**src/rtl/crc_eng_pkg.sv**
```systemverilog
package crc_eng_pkg;

   localparam int MAX_W = 64;

   // reverse the low w bits of v
   function automatic logic [MAX_W-1:0] bit_rev(input logic [MAX_W-1:0] v, input int w);
      logic [MAX_W-1:0] r;
      r = '0;
      for (int i = 0; i < MAX_W; i++) begin
         if (i < w) r[i] = v[w-1-i];
      end
      return r;
   endfunction

endpackage

```
**src/rtl/crc_lut_gen.sv**
```systemverilog
module crc_lut_gen #(
   parameter int                W         = 32,
   parameter logic [W-1:0]      POLY_EFF  = '0,
   parameter bit                LSB_FIRST = 1'b1,
   parameter int                IDX_W     = 8,
   localparam int               NENT      = 1 << IDX_W
) (
   output logic [NENT*W-1:0]    lut_o
);

   // remainder of an IDX_W-bit message reduced from a zero start
   function automatic logic [W-1:0] entry(input int idx);
      logic [W-1:0] r;
      if (LSB_FIRST) begin
         r = W'(idx);
         for (int k = 0; k < IDX_W; k++)
            r = r[0] ? ((r >> 1) ^ POLY_EFF) : (r >> 1);
      end else begin
         r = W'(idx) << (W - IDX_W);
         for (int k = 0; k < IDX_W; k++)
            r = r[W-1] ? ((r << 1) ^ POLY_EFF) : (r << 1);
      end
      return r;
   endfunction

   for (genvar i = 0; i < NENT; i++) begin : g_ent
      assign lut_o[i*W +: W] = entry(i);
   end

endmodule

```
**src/rtl/crc_byte_stage.sv**
```systemverilog
module crc_byte_stage #(
   parameter int   W         = 32,
   parameter bit   LSB_FIRST = 1'b1,
   parameter int   IDX_W     = 8,
   localparam int  NENT      = 1 << IDX_W
) (
   input  logic [W-1:0]       crc_i,
   input  logic [7:0]         data_i,
   input  logic [NENT*W-1:0]  lut_i,
   output logic [W-1:0]       crc_o
);

   if (IDX_W == 8) begin : g_full
      logic [7:0] idx;
      if (LSB_FIRST) begin : g_lsb
         always_comb begin
            idx   = crc_i[7:0] ^ data_i;
            crc_o = (crc_i >> 8) ^ lut_i[idx*W +: W];
         end
      end else begin : g_msb
         always_comb begin
            idx   = crc_i[W-1 -: 8] ^ data_i;
            crc_o = (crc_i << 8) ^ lut_i[idx*W +: W];
         end
      end
   end else begin : g_nib
      logic [3:0]   ia, ib;
      logic [W-1:0] mid;
      if (LSB_FIRST) begin : g_lsb
         always_comb begin
            ia    = crc_i[3:0] ^ data_i[3:0];
            mid   = (crc_i >> 4) ^ lut_i[ia*W +: W];
            ib    = mid[3:0] ^ data_i[7:4];
            crc_o = (mid >> 4) ^ lut_i[ib*W +: W];
         end
      end else begin : g_msb
         always_comb begin
            ia    = crc_i[W-1 -: 4] ^ data_i[7:4];
            mid   = (crc_i << 4) ^ lut_i[ia*W +: W];
            ib    = mid[W-1 -: 4] ^ data_i[3:0];
            crc_o = (mid << 4) ^ lut_i[ib*W +: W];
         end
      end
   end

endmodule

```
**src/rtl/crc_bit_stage.sv**
```systemverilog
module crc_bit_stage #(
   parameter int            W         = 32,
   parameter logic [W-1:0]  POLY_EFF  = '0,
   parameter bit            LSB_FIRST = 1'b1
) (
   input  logic [W-1:0]  crc_i,
   input  logic          bit_i,
   output logic [W-1:0]  crc_o
);

   logic fb;

   if (LSB_FIRST) begin : g_lsb
      always_comb begin
         fb    = crc_i[0] ^ bit_i;
         crc_o = (crc_i >> 1) ^ (fb ? POLY_EFF : '0);
      end
   end else begin : g_msb
      always_comb begin
         fb    = crc_i[W-1] ^ bit_i;
         crc_o = (crc_i << 1) ^ (fb ? POLY_EFF : '0);
      end
   end

endmodule

```
**src/rtl/crc32_byte_engine.sv**
```systemverilog
module crc32_byte_engine #(
   parameter int                 CRC_W     = 32,
   parameter logic [CRC_W-1:0]   POLY      = 32'h04C1_1DB7,
   parameter bit                 LSB_FIRST = 1'b1,
   parameter int                 INDEX_W   = 8,
   parameter logic [CRC_W-1:0]   INIT      = '1,
   parameter logic [CRC_W-1:0]   XOR_OUT   = '1
) (
   input  logic              clk,
   input  logic              rst_n,
   input  logic              init_i,
   input  logic              valid_i,
   input  logic [7:0]        data_i,
   input  logic              tail_i,
   input  logic [2:0]        tail_bits_i,
   output logic [CRC_W-1:0]  crc_o,
   output logic              busy_o,
   output logic              done_o
);

   localparam int NENT   = 1 << INDEX_W;
   localparam int CNT_W  = 3;
   localparam logic [CRC_W-1:0] POLY_EFF = LSB_FIRST ?
      CRC_W'(crc_eng_pkg::bit_rev(64'(POLY), CRC_W)) : POLY;

   if (INDEX_W != 8 && INDEX_W != 4) begin : g_bad_idx
      $error("INDEX_W must be 4 or 8");
   end
   if (CRC_W < 8 || CRC_W > crc_eng_pkg::MAX_W) begin : g_bad_w
      $error("CRC_W out of range");
   end

   logic [CRC_W-1:0]   rem_q;
   logic [7:0]         tdata_q;
   logic [CNT_W-1:0]   pos_q;
   logic [CNT_W-1:0]   cnt_q;
   logic               done_q;
   logic               busy;

   logic [NENT*CRC_W-1:0] lut;
   logic [CRC_W-1:0]      byte_next;
   logic [CRC_W-1:0]      bit_next;
   logic [7:0]            bsrc_data;
   logic [CNT_W-1:0]      bsrc_pos;
   logic                  bsrc;

   crc_lut_gen #(
      .W(CRC_W), .POLY_EFF(POLY_EFF), .LSB_FIRST(LSB_FIRST), .IDX_W(INDEX_W)
   ) u_lut (
      .lut_o(lut)
   );

   crc_byte_stage #(
      .W(CRC_W), .LSB_FIRST(LSB_FIRST), .IDX_W(INDEX_W)
   ) u_byte (
      .crc_i(rem_q), .data_i(data_i), .lut_i(lut), .crc_o(byte_next)
   );

   assign busy = (cnt_q != '0);

   // bit source: incoming byte on acceptance, stored byte while stepping
   always_comb begin
      bsrc_data = busy ? tdata_q : data_i;
      bsrc_pos  = busy ? pos_q   : '0;
      bsrc      = LSB_FIRST ? bsrc_data[bsrc_pos] : bsrc_data[3'd7 - bsrc_pos];
   end

   crc_bit_stage #(
      .W(CRC_W), .POLY_EFF(POLY_EFF), .LSB_FIRST(LSB_FIRST)
   ) u_bit (
      .crc_i(rem_q), .bit_i(bsrc), .crc_o(bit_next)
   );

   always_ff @(posedge clk or negedge rst_n) begin
      if (!rst_n) begin
         rem_q   <= INIT;
         tdata_q <= '0;
         pos_q   <= '0;
         cnt_q   <= '0;
         done_q  <= 1'b0;
      end else if (init_i) begin
         rem_q   <= INIT;
         cnt_q   <= '0;
         pos_q   <= '0;
         done_q  <= 1'b0;
      end else begin
         done_q <= 1'b0;
         if (busy) begin
            rem_q <= bit_next;
            cnt_q <= cnt_q - 1'b1;
            pos_q <= pos_q + 1'b1;
            if (cnt_q == 3'd1) done_q <= 1'b1;
         end else if (valid_i) begin
            if (!tail_i) begin
               rem_q <= byte_next;
            end else if (tail_bits_i != '0) begin
               rem_q   <= bit_next;
               tdata_q <= data_i;
               pos_q   <= 3'd1;
               cnt_q   <= tail_bits_i - 1'b1;
               if (tail_bits_i == 3'd1) done_q <= 1'b1;
            end
         end
      end
   end

   assign crc_o  = rem_q ^ XOR_OUT;
   assign busy_o = busy;
   assign done_o = done_q;

endmodule

```
**config.mk**
```make
export PLATFORM = sky130hd
export DESIGN_NAME = crc32_byte_engine
export DESIGN_NICKNAME = d
export VERILOG_FILES = /design/src/rtl/crc_eng_pkg.sv /design/src/rtl/crc_lut_gen.sv /design/src/rtl/crc_byte_stage.sv /design/src/rtl/crc_bit_stage.sv /design/src/rtl/crc32_byte_engine.sv
export SDC_FILE = /design/constraint.sdc
export NUM_CORES = 1
export LEC_CHECK = 0
export ABC_AREA = 1
export BUFFER_PORTS_ARGS = -buffer_cell sky130_fd_sc_hd__buf_2
export CORE_UTILIZATION = 33
export CTS_BUF_LIST = sky130_fd_sc_hd__clkbuf_16
export DETAILED_ROUTE_END_ITERATION = 12
export PLACE_DENSITY = 0.59
export SYNTH_ARGS = -nofsm -noshare
export SYNTH_HDL_FRONTEND = slang
export SYNTH_SLANG_ARGS = --single-unit
```
**constraint.sdc**
```tcl
create_clock -name clk -period 2 [get_ports clk]
set_input_delay 0.4 -clock clk [delete_from_list [all_inputs] [get_ports clk]]
set_output_delay 0.4 -clock clk [all_outputs]
set_load 0.02 [all_outputs]
```
==> qor.txt <==
worst voltage drop across the vdd grid - 0.000936 V
number of detailed-routing iterations run before antenna repair - 5
synthesized instance count - 509
most frequent standard cell in the layout excluding fill and tap cells - nand2_1
kind of start point of the critical path - flip-flop
setup violation total in the final timing report - 0
maximum fanout along the worst path - 28
aggregate global-route resource usage - 0.211
count of nets left with antenna violations after detail routing - 0
power after layout - 9.01 mW
hold slack - 0.0926 ns
H-Tree Depth - 2
transition time of the tightest slew-check pin - 0.613 ns
Max-Slew Margin vs Limit - 0.591
number of CTS-inserted buffers - 5
pwr/cell area - 1960 nW/um^2
internal cell power - 4.54 mW
class of the tightest hold or removal check - in2async
fill cell total of the finished layout - 1100
IO Count - 50
category of the worst setup path capture point - flip-flop
clock tree from TritonCTS - yes
highest signal layer in the routed design - met4
number of nets produced by synthesis - 532
clock latency at the later pin of the worst-skew pair - 0.29 ns
CTS sink cnt - 47
clock group share of total power - 0.106
synthesis-stage register bit count - 47
pin count of the biggest net entering global routing - 29
yosys synthesis warning count - 0
Tcrit/Tclk final - 0.949
cell area after synthesis - 3600 um^2
final hold violation count - 0
via count of the first global-routing pass - 3500
share of total power in combinational logic - 0.678
crit path time final - 1.90 ns
first-pass GRT wire length - 18.5 mm
Setup Total Neg Slack - 0 ns
post-layout net count - 618
DR WL met2 - 5.59 mm
post-detailed-route via-to-cell ratio - 5.05
CTS root buffer - clkbuf_16
portion of total power attributed to sequential cells - 0.216
first-iteration detailed-routing DRC count - 269
required time reported for the critical path endpoint - 2.21 ns
sequential element share of the synthesized area - 0.338
die area - 11300 um^2
synth unique cells - 38
most common flop cell mapped by yosys - dfstp_2
Final Skew - 0.00649 ns
number of violations of the max-capacitance limit - 0
antenna diode count - 0
CP Class - reg2reg
commonest non-fill, non-tap cells in the layout - 123 x nand2_1, 65 x inv_1, 49 x buf_2
grt ovf - 0
switching pwr - 4.47 mW
layout overhead on the synthesized area - 27.8%
starting utilization of the core area - 0.344
Wirelength per Cell - 15.7 um
signal arrival time at the worst endpoint - 2.11 ns
initial antenna violation count - 0
HPWL Detailed - 8.81 mm
met3 wire len - 640 um
proportion of total power due to net switching - 0.496
number of pins with negative max-slew slack in the final report - 0
Pleak - 2.49 nW
DRT met1 WL - 5.11 mm
residual DRC count - 0
Worst Reg-to-Reg Cells - 9
Die H - 106 um
drt total wl - 11.5 mm
number of enable-type register cells in the synthesized netlist - 0
layout cells sized above 1 - 0.290
achievable clock frequency - 527 MHz
Longest Clk Path Bufs - 2
outcome - finished, final reports clean
fraction of registers with async set or reset after synthesis - 1.00
mean cell area of the mapped netlist - 7.07 um^2
clock-pin slew on the worst setup and hold paths - 0.07 ns
number of port buffers - 49
placeable core region - 10500 um^2
die width - 106 um
final estimated routing congestion in global placement - 0.945
site row count - 37
routed vias - 3698
per-stage QoR:
stage	setup WS (ns)	std cells	utilization	cell area, um^2
2_1_floorplan	0.101	509	-	3600
3_3_place_gp	-0.0241	720	0.409	4280
3_5_place_dp	-0.0772	720	0.409	4280
4_1_cts	0.00318	728	0.426	4450
5_1_grt	-0.0000846	732	0.440	4600
6_report	0.102	732	0.440	4600
power groups by stage:
stage | sequential [mW] | clock, mW | combinational, mW
2_1_floorplan | 1.81 | 0 | 3.90
3_3_place_gp | 1.93 | 0 | 5.57
3_5_place_dp | 1.95 | 0 | 5.66
4_1_cts | 1.93 | 0.976 | 5.71
5_1_grt | 1.99 | 1.01 | 6.73
6_report | 1.94 | 0.958 | 6.10
routing by layer:
| metal | vias up | global-route usage |
|---|---|---|
| met4 | 0 | 0.0607 |
| met5 | - | 0 |
| met1 | 1763 | 0.283 |
| met2 | 127 | 0.353 |
| met3 | 15 | 0.0294 |
| li1 | 1793 | - |
cell type report:
class	count	area, um^2	area share
inverter	77	289	0.0628
multi-input combinational	371	2140	0.466
sequential	47	1220	0.264
clock buffer	5	125	0.0272
clock inverter	3	38.8	0.00843
timing repair buffer	93	617	0.134
tap	136	170	0.0370
path summary, 6_finish.rpt:
path	slack, ns	to	startpoint
min	0.09	cnt_q[1]	rst_n
min in group clk	0.41	tdata_q[6]	data_i[6]
min reg2reg	0.48	tdata_q[7]	tdata_q[7]
max reg2reg	0.10	rem_q[17]	cnt_q[0]
max	0.10	rem_q[17]	cnt_q[0]
max in group asynchronous	1.29	rem_q[18]	rst_n
cell families (layout without fill, tap and decap cells):
logic type / count (synthesis) / in the layout / share of synthesized area
adder cells (fa/ha/maj): 7 / 7 / 0.0243
flip-flops: 47 / 47 / 0.338
AO/OA/AOI/OAI: 85 / 85 / 0.136
XOR/XNOR: 50 / 50 / 0.128
buffers and inverters: 91 / 178 / 0.101
AND/OR/NAND/NOR: 229 / 229 / 0.273
worst max-delay path, cell delays in order (launching register included):
cell and delay [ns]:
dfrtp_1 0.38, inv_2 0.08, ha_4 0.17, nand2_8 0.09
nor2_2 0.25, clkinv_1 0.15, buf_4 0.26, a21oi_1 0.13
o21ai_0 0.10, a21oi_1 0.20
flip-flops by register name, summed over array words and instances, names as in the netlist:
signal   cells
rem_q       32
tdata_q      8
cnt_q        3
pos_q        3
done_o       1
repair_timing:
action / in CTS / in global routing
resized for setup: 2 / 23
endpoints found under the setup margin: 21 / 29
endpoints found under the hold margin: 0 / 0
hold buffers: 0 / 0
buffers inserted: 0 / 4
pin swaps: 0 / 6
synthesized netlist by cell type (9+ instances only):
cell type  number  area share
nand3_1        48       0.067
nor2_1         33       0.034
inv_1          67       0.070
nand2_1       128        0.13
xnor2_1        12       0.029
a22oi_1        12       0.025
dfstp_2        32        0.23
xor2_1         35       0.085
o21ai_0        17       0.024
inv_2           9      0.0094
dfrtp_1        15        0.10
a21oi_1        41       0.057
No activity file was read; power rests on OpenSTA's default activity.
